**src/rtl/ep_stat_pkg.sv**
```systemverilog
`timescale 1ns/1ps
package ep_stat_pkg;

    typedef struct packed {
        logic       stall;
        logic [1:0] full;
        logic       pid;
        logic       ovw;
        logic       setup;
        logic       sel;
        logic       busy;
    } ep_state_t;

    function automatic logic [7:0] pack_status(ep_state_t s);
        return {s.stall, s.full[1], s.full[0], s.pid, s.ovw, s.setup, s.sel, 1'b0};
    endfunction

    function automatic ep_state_t reinit(ep_state_t s);
        ep_state_t r;
        r       = s;
        r.stall = 1'b0;
        r.full  = 2'b00;
        r.sel   = 1'b0;
        r.pid   = 1'b0;
        return r;
    endfunction

endpackage

```
**src/rtl/ep_cmd_decode.sv**
```systemverilog
`timescale 1ns/1ps
module ep_cmd_decode #(
    parameter int NUM_EP     = 16,
    parameter int OP_W       = 4,
    parameter int STALL_OP   = 4,
    parameter int UNSTALL_OP = 8,
    localparam int EP_W      = $clog2(NUM_EP),
    localparam int CODE_W    = EP_W + OP_W
) (
    input  logic              cmd_valid,
    input  logic [CODE_W-1:0] cmd_code,
    output logic [NUM_EP-1:0] stall_vec,
    output logic [NUM_EP-1:0] unstall_vec
);
    logic [OP_W-1:0] op;
    logic [EP_W-1:0] idx;
    logic            is_stall;
    logic            is_unstall;

    assign op         = cmd_code[CODE_W-1:EP_W];
    assign idx        = cmd_code[EP_W-1:0];
    assign is_stall   = cmd_valid && (op == STALL_OP[OP_W-1:0]);
    assign is_unstall = cmd_valid && (op == UNSTALL_OP[OP_W-1:0]);

    for (genvar i = 0; i < NUM_EP; i++) begin : g_dec
        assign stall_vec[i]   = is_stall   && (idx == EP_W'(i));
        assign unstall_vec[i] = is_unstall && (idx == EP_W'(i));
    end
endmodule

```
**src/rtl/ep_slot.sv**
```systemverilog
`timescale 1ns/1ps
module ep_slot
    import ep_stat_pkg::*;
#(
    parameter bit IS_CTRL = 1'b0
) (
    input  logic       clk,
    input  logic       rst_n,
    input  logic       do_stall,
    input  logic       do_unstall,
    input  logic       setup_tok,
    input  logic       setup_done,
    input  logic       setup_ack,
    input  logic       pkt_done,
    input  logic       pkt_buf,
    input  logic       buf_clr,
    input  logic       clr_buf,
    input  logic       rd_hit,
    output logic [7:0] status
);
    ep_state_t st_d, st_q;

    always_comb begin
        st_d = st_q;
        if (pkt_done) begin
            st_d.full[pkt_buf] = 1'b1;
            st_d.pid           = ~st_q.pid;
        end
        if (buf_clr) begin
            st_d.full[clr_buf] = 1'b0;
            st_d.sel           = ~clr_buf;
        end
        if (setup_ack) st_d.setup = 1'b0;
        if (setup_done) begin
            st_d.setup = 1'b1;
            st_d.busy  = 1'b0;
        end
        if (rd_hit && !st_q.busy) st_d.ovw = 1'b0;
        if (IS_CTRL && setup_tok) begin
            st_d.busy = 1'b1;
            if (st_q.setup) st_d.ovw = 1'b1;
            if (st_q.stall) st_d = reinit(st_d);
        end
        if (do_stall && !st_q.stall) begin
            st_d.stall = 1'b1;
            st_d.setup = 1'b0;
        end
        if (do_unstall && st_q.stall) st_d = reinit(st_d);
    end

    always_ff @(posedge clk) begin
        if (!rst_n) st_q <= '0;
        else        st_q <= st_d;
    end

    assign status = pack_status(st_q);

    p_stall_set_r3: assert property (@(posedge clk) disable iff (!rst_n)
        do_stall |=> st_q.stall);

    p_unstall_reinit_r4: assert property (@(posedge clk) disable iff (!rst_n)
        do_unstall && st_q.stall |=> !st_q.stall && st_q.full == 2'b00 && !st_q.pid && !st_q.sel);

    p_setup_exit_r5: assert property (@(posedge clk) disable iff (!rst_n)
        IS_CTRL && setup_tok && st_q.stall && !do_stall |=> !st_q.stall && st_q.full == 2'b00);

    p_setup_ignored_r5: assert property (@(posedge clk) disable iff (!rst_n)
        !IS_CTRL && setup_tok && st_q.stall && !do_unstall |=> st_q.stall);

    p_pid_toggle_r6: assert property (@(posedge clk) disable iff (!rst_n)
        pkt_done && !(do_unstall && st_q.stall) && !(IS_CTRL && setup_tok && st_q.stall)
        |=> st_q.pid != $past(st_q.pid));

    p_ovw_set_r9: assert property (@(posedge clk) disable iff (!rst_n)
        IS_CTRL && setup_tok && st_q.setup |=> st_q.ovw);
endmodule

```
**src/rtl/ep_stall_status.sv**
```systemverilog
`timescale 1ns/1ps
module ep_stall_status #(
    parameter int NUM_EP    = 16,
    parameter int NUM_CTRL  = 2,
    parameter int OP_W      = 4,
    localparam int EP_W     = $clog2(NUM_EP),
    localparam int CODE_W   = EP_W + OP_W
) (
    input  logic              clk,
    input  logic              rst_n,
    input  logic              cmd_valid,
    input  logic [CODE_W-1:0] cmd_code,
    input  logic              rd_valid,
    input  logic [EP_W-1:0]   rd_ep,
    output logic [7:0]        rd_data,
    input  logic              setup_tok,
    input  logic              setup_done,
    input  logic              setup_ack,
    input  logic [EP_W-1:0]   setup_ep,
    input  logic              pkt_done,
    input  logic [EP_W-1:0]   pkt_ep,
    input  logic              pkt_buf,
    input  logic              buf_clr,
    input  logic [EP_W-1:0]   clr_ep,
    input  logic              clr_buf
);
    logic [NUM_EP-1:0] stall_vec, unstall_vec;
    logic [7:0]        status_arr [NUM_EP];

    ep_cmd_decode #(.NUM_EP(NUM_EP), .OP_W(OP_W)) u_dec (
        .cmd_valid   (cmd_valid),
        .cmd_code    (cmd_code),
        .stall_vec   (stall_vec),
        .unstall_vec (unstall_vec)
    );

    for (genvar i = 0; i < NUM_EP; i++) begin : g_ep
        logic su_hit;
        assign su_hit = (setup_ep == EP_W'(i));
        ep_slot #(.IS_CTRL(i < NUM_CTRL)) u_slot (
            .clk        (clk),
            .rst_n      (rst_n),
            .do_stall   (stall_vec[i]),
            .do_unstall (unstall_vec[i]),
            .setup_tok  (setup_tok  && su_hit),
            .setup_done (setup_done && su_hit),
            .setup_ack  (setup_ack  && su_hit),
            .pkt_done   (pkt_done && (pkt_ep == EP_W'(i))),
            .pkt_buf    (pkt_buf),
            .buf_clr    (buf_clr && (clr_ep == EP_W'(i))),
            .clr_buf    (clr_buf),
            .rd_hit     (rd_valid && (rd_ep == EP_W'(i))),
            .status     (status_arr[i])
        );
    end

    assign rd_data = status_arr[rd_ep];
endmodule

```
**config.mk**
```make
export PLATFORM = sky130hd
export DESIGN_NAME = ep_stall_status
export DESIGN_NICKNAME = d
export VERILOG_FILES = /design/src/rtl/ep_stat_pkg.sv /design/src/rtl/ep_cmd_decode.sv /design/src/rtl/ep_slot.sv /design/src/rtl/ep_stall_status.sv
export SDC_FILE = /design/constraint.sdc
export NUM_CORES = 1
export LEC_CHECK = 0
export BUFFER_PORTS_ARGS = -buffer_cell sky130_fd_sc_hd__buf_2
export CAP_MARGIN = 30
export CORE_MARGIN = 5
export CORE_UTILIZATION = 55
export DETAILED_ROUTE_END_ITERATION = 6
export HOLD_SLACK_MARGIN = 0.02
export PLACE_DENSITY = 0.82
export SLEW_MARGIN = 20
export SYNTH_ARGS = -nofsm -noshare
export SYNTH_HDL_FRONTEND = slang
export SYNTH_SLANG_ARGS = --single-unit
```
**constraint.sdc**
```tcl
create_clock -name clk -period 1.9 [get_ports clk]
set_clock_uncertainty 0.05 [all_clocks]
set_input_delay 0.095 -clock clk [delete_from_list [all_inputs] [get_ports clk]]
set_output_delay 0.095 -clock clk [all_outputs]
set_load 0.005 [all_outputs]
```
=== Word-level counts from Yosys, hierarchy flattened ===
Index checks and enable logic that the tools add are counted.

* Register bits after elaboration: 128
* Input bits: 35
* Output and inout port bits: 8
* Word-level logic and storage cells: 596

* $lt $le $gt $ge: 5
* Equal/unequal tests: 77
* Mux-type cells: 129
* Bitwise logic cells: 52
* Reduce and logical (&&, ||, !) cells: 221

{| class="wikitable"
|+ Operator list
! cell !! number
|-
| 1-bit logical AND || 166
|-
| 4-bit equality test, second input constant || 41
|-
| 1-bit 2-to-1 mux || 88
|-
| 4-bit by 3-bit equality test with 1-bit output, second input constant || 21
|-
| 3-bit 2-to-1 mux || 16
|-
| 4-bit by 2-bit equality test with 1-bit output, second input constant || 10
|-
| 2-bit bitwise AND || 16
|-
| 8-bit binary-select mux with 4-bit select || 1
|-
| 1-bit zero test || 32
|-
| 2-bit 2-to-1 mux || 16
|-
| 8-bit 2-to-1 mux || 4
|-
| 2-bit OR || 16
|-
| 2-bit OR reduction || 16
|-
| 4-bit by 1-bit equality test with 1-bit output, second input constant || 5
|-
| 4-bit zero test || 5
|-
| 1-bit inverter || 18
|-
| 7-bit 2-to-1 mux || 2
|-
| 5-bit greater-or-equal comparator, second input constant || 1
|-
| 4-bit inverter with 5-bit output || 1
|-
| 1-bit by 2-bit less-than comparator with 1-bit output, second input constant || 2
|-
| 2-bit nonzero test || 2
|-
| 1-bit demux with 1-bit select || 2
|-
| 1-bit greater-or-equal comparator, second input constant || 2
|-
| 2-bit inverter || 1
|}

=== Longest topological paths before layout ===
* Word-level depth: 11
* Gate-level depth with buffers: 6

=== Modules after synthesis ===
Synthesis repeated with hierarchy kept, for this count alone.

* Cells, all modules: 696
* Area, all modules: 6,037.0 µm²

{| class="wikitable"
|+ Modules (own cells, without submodules)
! module !! instances !! cells an instance !! area each (µm²) !! seq. area each (µm²)
|-
| ep_slot at g_ep[10].u_slot ... || 14 || 25 || 242.7 || 120.1
|-
| ep_stall_status || 1 || 211 || 1,566.5 || 0.0
|-
| ep_slot at g_ep[0].u_slot ... || 2 || 42 || 364.1 || 160.2
|-
| ep_cmd_decode || 1 || 51 || 344.1 || 0.0
|}

=== Worst setup path before layout ===
OpenSTA, ideal clock, no wires.

* Path kind: input -> register
* Start: input cmd_code[2]
* End: register g_ep[1].u_slot.st_q (netlist bit g_ep[1].u_slot.status[1])
* Library setup time: 0.134 ns
* Arrival: 1.376 ns
* Required time: 1.716 ns
* Setup slack: 0.340 ns
* Stages on the path: 6
* Path buffers: 2
* Path through: buf_2 -> or2_1 -> buf_6 -> or4_4 -> a21boi_4 -> nor4b_1

* Cells in the longest elaborated chain, start to end: 4

{| class="wikitable"
|+ RTL lines
! what !! RTL line !! RTL
|-
| start: declaration || ep_stall_status.sv:12 || <nowiki>input logic [CODE_W-1:0] cmd_code,</nowiki>
|-
| 4-bit by 1-bit equality test with 1-bit output || ep_cmd_decode.sv:27 || <nowiki>assign unstall_vec[i] = is_unstall && (idx == EP_W'(i));</nowiki>
|-
| 1-bit logical AND || ep_cmd_decode.sv:27 ||
|-
| 1-bit logical AND || ep_slot.sv:48 || <nowiki>if (do_unstall && st_q.stall) st_d = reinit(st_d);</nowiki>
|-
| 2-bit OR reduction (no source line) || n/a ||
|-
| end signal: assignment || ep_slot.sv:53 || <nowiki>else st_q <= st_d;</nowiki>
|-
| end: declaration || ep_slot.sv:21 || <nowiki>ep_state_t st_d, st_q;</nowiki>
|}

Every way passes these cells.
A chain may end at the register's enable or synchronous reset.

=== Final worst setup path ===
* Start: register g_ep[14].u_slot.st_q (netlist bit g_ep[14].u_slot.status[1])
* End: output rd_data[1]

* Cells in the longest elaborated chain, start to end: 3

{| class="wikitable"
|+ RTL lines
! what !! RTL line !! RTL
|-
| start: declaration || ep_slot.sv:21 ||
|-
| start signal: assignment || ep_slot.sv:53 ||
|-
| 8-bit binary-select mux with 4-bit select || ep_stall_status.sv:57 || <nowiki>assign rd_data = status_arr[rd_ep];</nowiki>
|-
| 8-bit 2-to-1 mux (implied by the code) (2 in series) || ep_stall_status.sv:57 ||
|-
| end: declaration || ep_stall_status.sv:15 || <nowiki>output logic [7:0] rd_data,</nowiki>
|}

Every way passes these cells. The select of a mux whose other input is x is not followed.

==> key figures <==
Power
  – VDD IR max: 0.000359 V
  – Leakage: 2.08 nW
  – Power Density: between 600 and 700 nW/µm²
  – Total Power: 4.03 mW

Routing
  – DRT iter0 DRCs: 691
  – Routed Wire Length: about 15 mm
  – DRT Pass-1 Iters: 6
  – DR vias/cell: 6.61
  – Number of remaining DRC errors: 0
  – Average wire per standard cell: 19.9 µm
  – Antenna Nets Post-Route: 0
  – Vias post-DR: 5106

Run
  – Max-cap viol count: 0

Placement
  – Number of port buffers: a little over 40
  – RD Place Congestion: around 0.94
  – Placed cell area: between 5000 and 6000 µm²
  – Hpwl dp: 11.3 mm
  – Dpl cells: 756

GRT
  – First-pass GRT wire length: 24.4 mm
  – Vias in the first global route: between 4000 and 5000
  – GR Util All Layers: 0.263
  – Initial antenna violation count: 0
  – Total grt overflow: 0
  – Pin count of the biggest net entering global routing: 33

CTS
  – Postcts setup bufs: 0
  – Clk buf depth: 2
  – Clock Latency Late Sink: 370 ps
  – CTS buffer count: 9
  – Root Buffer: clkbuf_8
  – CTS sink cnt: 100
  – Clk slew on worst S/H paths: 100 ps
  – Htree depth: 3
  – CTS tree: built

Layout
  – Post-Layout Cell Count: just under 800
  – Layout cells sized above 1: 0.198
  – Post-Layout Inst Area: 5930 µm²
  – Final antenna diode count: 0
  – Nets: ~670
  – Area Growth Syn to Fin: 11.9%

Yosys
  – Post-Synth Simple-Gate Area: 0.214
  – Xor and xnor area share after synthesis: 0.0265
  – Synth Area in Adders: 0
  – Synth Net Count: around 630
  – Largest family of logic cells by synthesized area: compound AO/OA/AOI/OAI gates
  – Primary FF master, synth: dfxtp_1
  – Yosys top cell by area: dfxtp_1
  – Synth Area in Compound Gates: 0.251
  – Post-Syn Area: 5290 µm²
  – Asr flop ratio synth: 0
  – Top cells by area, synth: dfxtp_1 38%, nor2_1 6.0%, mux2i_1 5.5%
  – Synth Area per Inst: 8.85 µm²
  – Count of flip-flops with a built-in enable after synthesis: 0
  – Post-synthesis sequential area ratio: 0.378
  – Top cell type's share of synthesized area: 0.378
  – #FFs+latches synth: 100
  – Mapped Cells: 598
  – YS warnings: 0
  – Post-synthesis mux area share: 0.0889
  – Distinct cell type count after synthesis: 55

Timing
  – Period utilization: 0.988
  – Max-slew violation count: 0
  – Min Hold Slack: roughly 62 ps
  – Final setup vio count: 0
  – Min Tclk post-route: between 1500 and 2000 ps
  – Final Hold Viols: 0
  – Max_slew headroom: 0.551
  – Slew @ Worst Pin: 673 ps
  – RSZ-0062 raised after global routing: yes
  – Fmax: 533 MHz

Floorplanning
  – Core footprint: around 9300 µm²
  – Die Area: between 10000 and 15000 µm²
  – Die Height: 108 µm
  – Initial core utilization: 0.568
  – Top Ports: 43
  – Row cnt: 35
  – Die W: 108 µm

Min path
  – Hold WC Path Type: primary input to flip-flop

Critical path
  – Crit-path cells: mux4_2 -> inv_1 -> a222oi_1 -> a22o_1 -> buf_2
  – WP data arrival: 1730 ps
  – CP Data Required Time: 1750 ps
  – Crit end category: output pin
  – Max incr delay on CP: 380 ps
  – Critical Path Fanout Max: 2
  – Critical-path top delay cell: a222oi_1
  – Critical path type: flip-flop to output pin
  – CP startpoint kind: flip-flop

Run status
  – Status: complete, no violations
-- power breakdown --
| group | total (mW) | switching [mW] | internal (mW) | leakage (nW) |
|---|---|---|---|---|
| Combinational | 0.577 | 0.363 | 0.215 | 1.18 |
| Clock | 1.31 | 0.809 | 0.497 | 0.0930 |
| Sequential | 2.15 | 0.0201 | 2.13 | 0.808 |
| Total | 4.03 | 1.19 | 2.84 | 2.08 |
-- cell usage after synthesis, types with 3 or more instances --
library cell / n
dfxtp_1: 100
nor2_1: 85
a21oi_1: 37
o21ai_0: 33
nand2_1: 30
mux2i_1: 29
clkbuf_1: 27
a211oi_1: 26
nor3_1: 21
nand3b_1: 14
o311a_1: 14
xnor2_1: 14
o32ai_1: 13
nand2b_1: 12
nor2b_1: 12
o41ai_2: 12
nand3_1: 9
a221oi_1: 8
a31oi_1: 8
mux4_2: 8
buf_2: 7
inv_1: 6
nor4_1: 6
a222oi_1: 4
a22o_1: 4
and2_1: 4
and3_1: 4
nor3b_1: 4
or2_2: 4
or3b_2: 4
buf_1: 3
buf_4: 3
-- final cells by class --
type | count | area [µm²]
Clock inverter | 6 | 60.1
Fill cell | 761 | 3400
Multi-Input combinational cell | 450 | 3080
Inverter | 6 | 22.5
Clock buffer | 9 | 124
Tap cell | 129 | 161
Timing Repair Buffer | 72 | 478
Sequential cell | 100 | 2000
-- state kept, by name, indices dropped and copies added (netlist names) --
name,flops
g_ep.u_slot.st_q,2
g_ep.u_slot.status,98
-- metrics by stage --
stage          utilization  setup slack (ps)  TNS [ps]
2_1_floorplan            -               340         0
3_3_place_gp         0.614               135         0
3_5_place_dp         0.614               126         0
4_1_cts              0.635              36.8         0
5_1_grt              0.635             -9.74     -19.3
6_report             0.635              22.7         0
-- routing by layer --
| layer | vias up | track usage | part of all wire |
|---|---|---|---|
| met5 | - | 0 | 0 |
| met4 | 0 | 0.153 | 0.047 |
| met3 | 57 | 0.0442 | 0.10 |
| met2 | 329 | 0.425 | 0.46 |
| met1 | 2391 | 0.330 | 0.40 |
| li1 | 2329 | - | - |
-- critical path, delay by kind of cell, from the launching register on --
kind | cells | cell delay, ps
buf+inv | 2 | 160
flops | 1 | 370
compound gates | 2 | 590
mux | 1 | 250
-- layout by cell type (no fill, tap or decap), drive strengths merged, types with 5 or more instances in the layout --
master    n
dfxtp   100
nor2     86
buf      71
a21oi    37
o21ai    34
nand2    30
mux2i    29
a211oi   26
nor3     21
nand3b   14
o311a    14
xnor2    14
o41ai    14
o32ai    13
nor2b    12
nand2b   12
nand3     9
clkbuf    9
mux4      8
a221oi    8
a31oi     8
inv       8
nor4      6
or2       6
or3b      5
-- cell families (layout without fill, tap and decap cells) --
kind of cell | after synthesis | in the layout
AND/OR/NAND/NOR | 221 | 221
AO/OA/AOI/OAI | 175 | 175
flip-flops | 100 | 100
buffers and inverters | 48 | 93
multiplexers | 37 | 37
XOR/XNOR | 16 | 16
other | 1 | 1
-- final timing paths --
kind | start | depth (start not counted) | slack (ps) | endpoint
worst max-delay path | g_ep[14].u_slot.status[1] | 5 | 20 | rd_data[1]
worst min-delay path | setup_ep[1] | 4 | 60 | g_ep[1].u_slot.status[3]
worst max register to register | g_ep[8].u_slot.status[7] | 5 | 550 | g_ep[8].u_slot.status[1]
worst min register to register | g_ep[1].u_slot.st_q[0] | 2 | 420 | g_ep[1].u_slot.st_q[0]
-- what timing repair did --
item                                   CTS  global route
resized for setup                        0             3
setup endpoints to repair                0             4
endpoints found under the hold margin    1             0
hold buffers                             1             0
Note: power is estimated with default switching activity, not from simulation.
